==> config.mk <==
export PLATFORM = sky130hd
export DESIGN_NAME = fir_tap_cell
export DESIGN_NICKNAME = d
export VERILOG_FILES = /design/src/rtl/fir_tap_pkg.sv /design/src/rtl/fir_tap_ctrl.sv /design/src/rtl/fir_tap_dp.sv /design/src/rtl/fir_tap_cell.sv
export SDC_FILE = /design/constraint.sdc
export NUM_CORES = 1
export LEC_CHECK = 0
export ABC_AREA = 1
export BUFFER_PORTS_ARGS = -buffer_cell sky130_fd_sc_hd__buf_2
export CAP_MARGIN = 20
export CORE_MARGIN = 2
export CORE_UTILIZATION = 52
export DETAILED_ROUTE_END_ITERATION = 10
export PLACE_DENSITY_LB_ADDON = 0.12
export RECOVER_POWER = 25
export SYNTH_ARGS = -nofsm -noshare
export SYNTH_HDL_FRONTEND = slang
export SYNTH_HIERARCHICAL = 1
export SYNTH_SLANG_ARGS = --single-unit
==> constraint.sdc <==
create_clock -name clk -period 5.5 [get_ports clk]
set_input_delay 0.275 -clock clk [delete_from_list [all_inputs] [get_ports clk]]
set_output_delay 0.275 -clock clk [all_outputs]
set_load 0.05 [all_outputs]
==> src/rtl/fir_tap_pkg.sv <==
package fir_tap_pkg;

  // Strobes handed from control to datapath
  typedef struct packed {
    logic dataLoad;  // capture sample this edge
    logic coefLoad;  // capture and shift coefficient path this edge
    logic accClr;    // registered: current operands start a new sum
    logic dataUns;   // registered: captured sample is unsigned
    logic coefUns;   // registered: captured coefficient is unsigned
  } tapStrobe_t;

endpackage

==> src/rtl/fir_tap_ctrl.sv <==
module fir_tap_ctrl
  import fir_tap_pkg::*;
(
  input  logic       clk,
  input  logic       rst,
  input  logic       dataEn,
  input  logic       coefEn,
  input  logic       accClear,
  input  logic       dataUnsigned,
  input  logic       coefUnsigned,
  output tapStrobe_t strb
);

  logic clrQ, dUnsQ, cUnsQ;

  // Mode and clear travel one stage so they line up with the captured operands
  always_ff @(posedge clk) begin
    if (rst) begin
      clrQ  <= 1'b0;
      dUnsQ <= 1'b0;
      cUnsQ <= 1'b0;
    end else begin
      clrQ  <= accClear;
      dUnsQ <= dataUnsigned;
      cUnsQ <= coefUnsigned;
    end
  end

  always_comb begin
    strb.dataLoad = dataEn;
    strb.coefLoad = coefEn;
    strb.accClr   = clrQ;
    strb.dataUns  = dUnsQ;
    strb.coefUns  = cUnsQ;
  end

endmodule

==> src/rtl/fir_tap_dp.sv <==
module fir_tap_dp
  import fir_tap_pkg::*;
#(
  parameter int DATA_W  = 9,
  parameter int COEF_W  = 9,
  parameter int ACC_W   = 26,
  parameter int NUM_DLY = 3,
  parameter int SEL_W   = 2
) (
  input  logic              clk,
  input  logic              rst,
  input  tapStrobe_t        strb,
  input  logic [DATA_W-1:0] dataIn,
  input  logic [COEF_W-1:0] coefIn,
  input  logic [SEL_W-1:0]  decSel,
  output logic [COEF_W-1:0] coefOut,
  output logic [ACC_W-1:0]  accOut
);

  localparam int DX_W   = DATA_W + 1;
  localparam int CX_W   = COEF_W + 1;
  localparam int PROD_W = DX_W + CX_W;

  logic [DATA_W-1:0] dataReg;
  logic [COEF_W-1:0] stage [NUM_DLY+1];
  logic signed [DX_W-1:0]   opData;
  logic signed [CX_W-1:0]   opCoef;
  logic signed [PROD_W-1:0] prod;
  logic [ACC_W-1:0] prodExt;
  logic [ACC_W-1:0] acc;

  // Operand capture
  always_ff @(posedge clk) begin
    if (rst) begin
      dataReg  <= '0;
      stage[0] <= '0;
    end else begin
      if (strb.dataLoad) dataReg  <= dataIn;
      if (strb.coefLoad) stage[0] <= coefIn;
    end
  end

  // Resampling chain on the coefficient path
  for (genvar i = 1; i <= NUM_DLY; i++) begin : g_dly
    always_ff @(posedge clk) begin
      if (rst)                stage[i] <= '0;
      else if (strb.coefLoad) stage[i] <= stage[i-1];
    end
  end

  always_comb begin
    if (int'(decSel) > NUM_DLY) coefOut = stage[NUM_DLY];
    else                        coefOut = stage[decSel];
  end

  // Operand extension: unsigned uses the low bits only
  always_comb begin
    opData = strb.dataUns ? signed'({2'b00, dataReg[DATA_W-2:0]})
                          : signed'({dataReg[DATA_W-1], dataReg});
    opCoef = strb.coefUns ? signed'({2'b00, stage[0][COEF_W-2:0]})
                          : signed'({stage[0][COEF_W-1], stage[0]});
    prod    = opData * opCoef;
    prodExt = {{(ACC_W-PROD_W){prod[PROD_W-1]}}, prod};
  end

  always_ff @(posedge clk) begin
    if (rst)              acc <= '0;
    else if (strb.accClr) acc <= prodExt;
    else                  acc <= acc + prodExt;
  end

  assign accOut = acc;

  // Held sample stays put
  p_data_hold_r4: assert property (@(posedge clk) disable iff (rst)
    !strb.dataLoad |=> $stable(dataReg));

  // Frozen coefficient path keeps the outgoing coefficient
  p_coef_hold_r5: assert property (@(posedge clk) disable iff (rst)
    !strb.coefLoad |=> ($stable(decSel) -> $stable(coefOut)));

  // Two unsigned operands never form a negative product
  p_unsigned_nonneg_r3: assert property (@(posedge clk) disable iff (rst)
    (strb.dataUns && strb.coefUns) |-> !prod[PROD_W-1]);

  // A zero operand leaves a running sum untouched
  p_zero_term_r2: assert property (@(posedge clk) disable iff (rst)
    (!strb.accClr && (dataReg == '0 || stage[0] == '0)) |=> $stable(acc));

endmodule

==> src/rtl/fir_tap_cell.sv <==
module fir_tap_cell
  import fir_tap_pkg::*;
#(
  parameter int DATA_W  = 9,
  parameter int COEF_W  = 9,
  parameter int ACC_W   = 26,
  parameter int NUM_DLY = 3,
  localparam int SEL_W  = $clog2(NUM_DLY + 1)
) (
  input  logic              clk,
  input  logic              rst,
  input  logic [DATA_W-1:0] dataIn,
  input  logic              dataEn,
  input  logic              dataUnsigned,
  input  logic [COEF_W-1:0] coefIn,
  input  logic              coefEn,
  input  logic              coefUnsigned,
  input  logic [SEL_W-1:0]  decSel,
  input  logic              accClear,
  output logic [COEF_W-1:0] coefOut,
  output logic [ACC_W-1:0]  accOut
);

  tapStrobe_t strb;

  fir_tap_ctrl ctrl_i (
    .clk          (clk),
    .rst          (rst),
    .dataEn       (dataEn),
    .coefEn       (coefEn),
    .accClear     (accClear),
    .dataUnsigned (dataUnsigned),
    .coefUnsigned (coefUnsigned),
    .strb         (strb)
  );

  fir_tap_dp #(
    .DATA_W  (DATA_W),
    .COEF_W  (COEF_W),
    .ACC_W   (ACC_W),
    .NUM_DLY (NUM_DLY),
    .SEL_W   (SEL_W)
  ) dp_i (
    .clk     (clk),
    .rst     (rst),
    .strb    (strb),
    .dataIn  (dataIn),
    .coefIn  (coefIn),
    .decSel  (decSel),
    .coefOut (coefOut),
    .accOut  (accOut)
  );

endmodule

==> impl_metrics.env <==
export IMPL_synthFlopType="dfxtp_1"
export IMPL_ios=62
export IMPL_start_kind="register"
export IMPL_grt_setup_unrepaired="true"
export IMPL_yosys_area_share_adder=0.313
export IMPL_crit_slowest_cell="fa_1"
export IMPL_power_w=0.00688
export IMPL_cp_arrival_ps=6430
export IMPL_die_area_um2=17600
export IMPL_synth_top_cell_area_share=0.204
export IMPL_p_seq_frac=0.113
export IMPL_cts_buffers=9
export IMPL_place_hpwl_um=17800
export IMPL_leakage_nw=6.40
export IMPL_outcome="complete, but fails checks"
export IMPL_maxSlewViolCount=0
export IMPL_worst_pin_slew_ps=1010
export IMPL_wl_met2_um=12600
export IMPL_cpPeakStageDelay_ps=560
export IMPL_clk_path_buf_depth=2
export IMPL_diodes=0
export IMPL_netSwitchingPower_w=0.00339
export IMPL_synth_top_family_by_area="adder cells"
export IMPL_dp_cells=1547
export IMPL_grt_max_degree=37
export IMPL_synth_xor_area_frac=0.0234
export IMPL_drt_pass1_iter_count=5
export IMPL_h_tree_depth=3
export IMPL_setup_viol=18
export IMPL_vdd_ir_drop_max_mv=0.545
export IMPL_p_clk_frac=0.099
export IMPL_violations="negative setup slack"
export IMPL_drive_above_1_share=0.372
export IMPL_path_clk_slew_ps=70
export IMPL_num_nets_final=1588
export IMPL_power_frac_comb=0.788
export IMPL_track_usage=0.287
export IMPL_top_layer_used="met4"
export IMPL_syn_cell_area_um2=8620
export IMPL_cts_sinks=74
export IMPL_maxSlewHeadroom=0.322
export IMPL_stdcell_area_um2=12500
export IMPL_crit_path_max_fanout=7
export IMPL_gp_congestion=0.933
export IMPL_remaining_drc_errors=0
export IMPL_pwr_density_cell_nw_per_um2=551
export IMPL_fin_ws_ps=-650
export IMPL_chipHeight_um=133
export IMPL_synth_edf_count=36
export IMPL_die_x_um=133
export IMPL_synth_compound_area_frac=0.105
export IMPL_synthTopCellsByArea="fa_1, edfxtp_1, inv_1, ha_1, nand2_1"
export IMPL_dr_total_vias=8397
export IMPL_crit_path_end_kind="register"
export IMPL_ys_seq_area_frac=0.214
export IMPL_timing_fmax_ghz=0.163
export IMPL_post_route_period_util=1.12
export IMPL_syn_area_per_cell_um2=7.37
export IMPL_layout_commonest_cell="inv_1"
export IMPL_first_iter_violations=707
export IMPL_port_buffer_count=61
export IMPL_ys_types=42
export IMPL_power_switching_share=0.493
export IMPL_final_cell_mix="inv_1, nand2_1, buf_4, nor2_1, fa_1"
export IMPL_grt_overflow=0
export IMPL_totalWireLength_um=26200
export IMPL_place_area_um2=10400
export IMPL_cts_tree="done"
export IMPL_clk_latency_ps=360
export IMPL_grt_pass1_wl_um=40300
export IMPL_grt_pass1_vias=8292
export IMPL_yosysTopAreaCell="fa_1"
export IMPL_ys_ff_latch=74
export IMPL_coreArea_um2=16400
export IMPL_routed_via_density=5.17
export IMPL_hold_viol=0
export IMPL_hold_class="primary input to register"
export IMPL_rows=47
export IMPL_clock_skew_ps=15.9
export IMPL_drtAntennaViolNets=0
export IMPL_antenna_found_initial=0
export IMPL_final_cell_count_no_fill=1623
export IMPL_synth_area_mux_share=0
export IMPL_nFillCells=1127
export IMPL_cap_violations=0
export IMPL_synth_async_reset_ratio=0
export IMPL_syn_nets=1359
export IMPL_syn_to_final_growth_pct=45.0
export IMPL_ys_warn_count=6
export IMPL_yosys_area_share_simple=0.206
export IMPL_wl_met1_um=11400
export IMPL_wl_per_cell_um=16.2
export IMPL_dr_wl_met3_um=1580
export IMPL_worstSetupPathType="register to register"
export IMPL_period_needed_ps=6150
export IMPL_post_place_ws_ps=-692
export IMPL_postSynthCellCount=1169
export IMPL_intPower_w=0.00349
export IMPL_clock_root_buffer="clkbuf_16"
export IMPL_start_util=0.525
export IMPL_required_ps=5780
==> area by class of cell <==
cell class	instances	area [µm²]	share of cell area
Multi-Input combinational cell	782	7080	0.567
Sequential cell	74	1850	0.148
Clock buffer	9	225	0.0180
Tap cell	220	275	0.0220
Inverter	275	1060	0.0846
Clock inverter	7	98.8	0.00791
Timing Repair Buffer	256	1910	0.153
==> Yosys cell counts (all sizes together) (7+ instances only) <==
master  number
fa          88
inv        272
a21oi       79
nand3       46
buf         10
a21o         7
ha          75
dfxtp       38
edfxtp      36
o21bai       9
nor2       131
xor2        14
o21ai       66
nand4       10
clkbuf      28
nand2      228
xnor2        9
==> stage by stage <==
stage                     hold WS, ps  TNS, ps   util
after floorplan                   346     -133      -
after global placement            479    -8020  0.635
after detailed placement          483    -8230  0.636
after CTS                         116    -4910  0.713
after global routing              143   -11650  0.762
final                             119    -7580  0.762
==> timing repair <==
item / in CTS / in global routing
hold buffers: 0 / 0
gates cloned: 0 / 0
pin swaps: 59 / 99
setup endpoints to repair: 18 / 19
gates resized for setup: 150 / 167
buffers inserted: 39 / 24
==> flip-flops by register name, summed over array words and instances (netlist names) <==
signal,flops
dp_i/stage,36
dp_i/dataReg,9
ctrl_i/clrQ,1
ctrl_i/dUnsQ,1
dp_i/accOut,26
ctrl_i/cUnsQ,1
==> critical path, delay by kind of cell, from the launching register on <==
kind / cells / cell delay, ps
AOI/OAI and AO/OA: 4 / 700
and+or+nand+nor: 9 / 1130
buffers and inverters: 9 / 810
adders and majority gates: 7 / 2910
DFF: 1 / 510
==> worst paths after layout <==
kind                       to  depth (start not counted)              from  slack [ps]
min               ctrl_i/clrQ                          3          accClear         120
max reg2reg   dp_i/accOut[22]                         29  dp_i/stage[0][6]        -650
max           dp_i/accOut[22]                         29  dp_i/stage[0][6]        -650
min reg2reg  dp_i/stage[3][3]                          2  dp_i/stage[2][3]         560
==> per-layer routing <==
metal | GRT usage | vias to the layer above
met5 | 0 | -
met4 | 0.0777 | 0
met3 | 0.0536 | 49
met2 | 0.457 | 257
met1 | 0.405 | 4055
li1 | - | 4036
==> power by group through the flow <==
stage	combinational (W)	clock [W]	sequential (W)
global placement	0.00370	0	0.000770
CTS	0.00465	0.000688	0.000767
floorplan	0.00225	0	0.000971
global route	0.00582	0.000708	0.000785
detailed placement	0.00374	0	0.000769
finish	0.00542	0.000681	0.000778
==> cells by family (layout without fill, tap and decap cells) <==
family / Yosys count / count (layout)
compound gates: 166 / 166
xor+xnor: 23 / 23
fa+ha+maj: 163 / 163
buf+inv: 313 / 547
flops: 74 / 74
simple gates: 430 / 430
No activity file was read; power rests on OpenSTA's default activity.
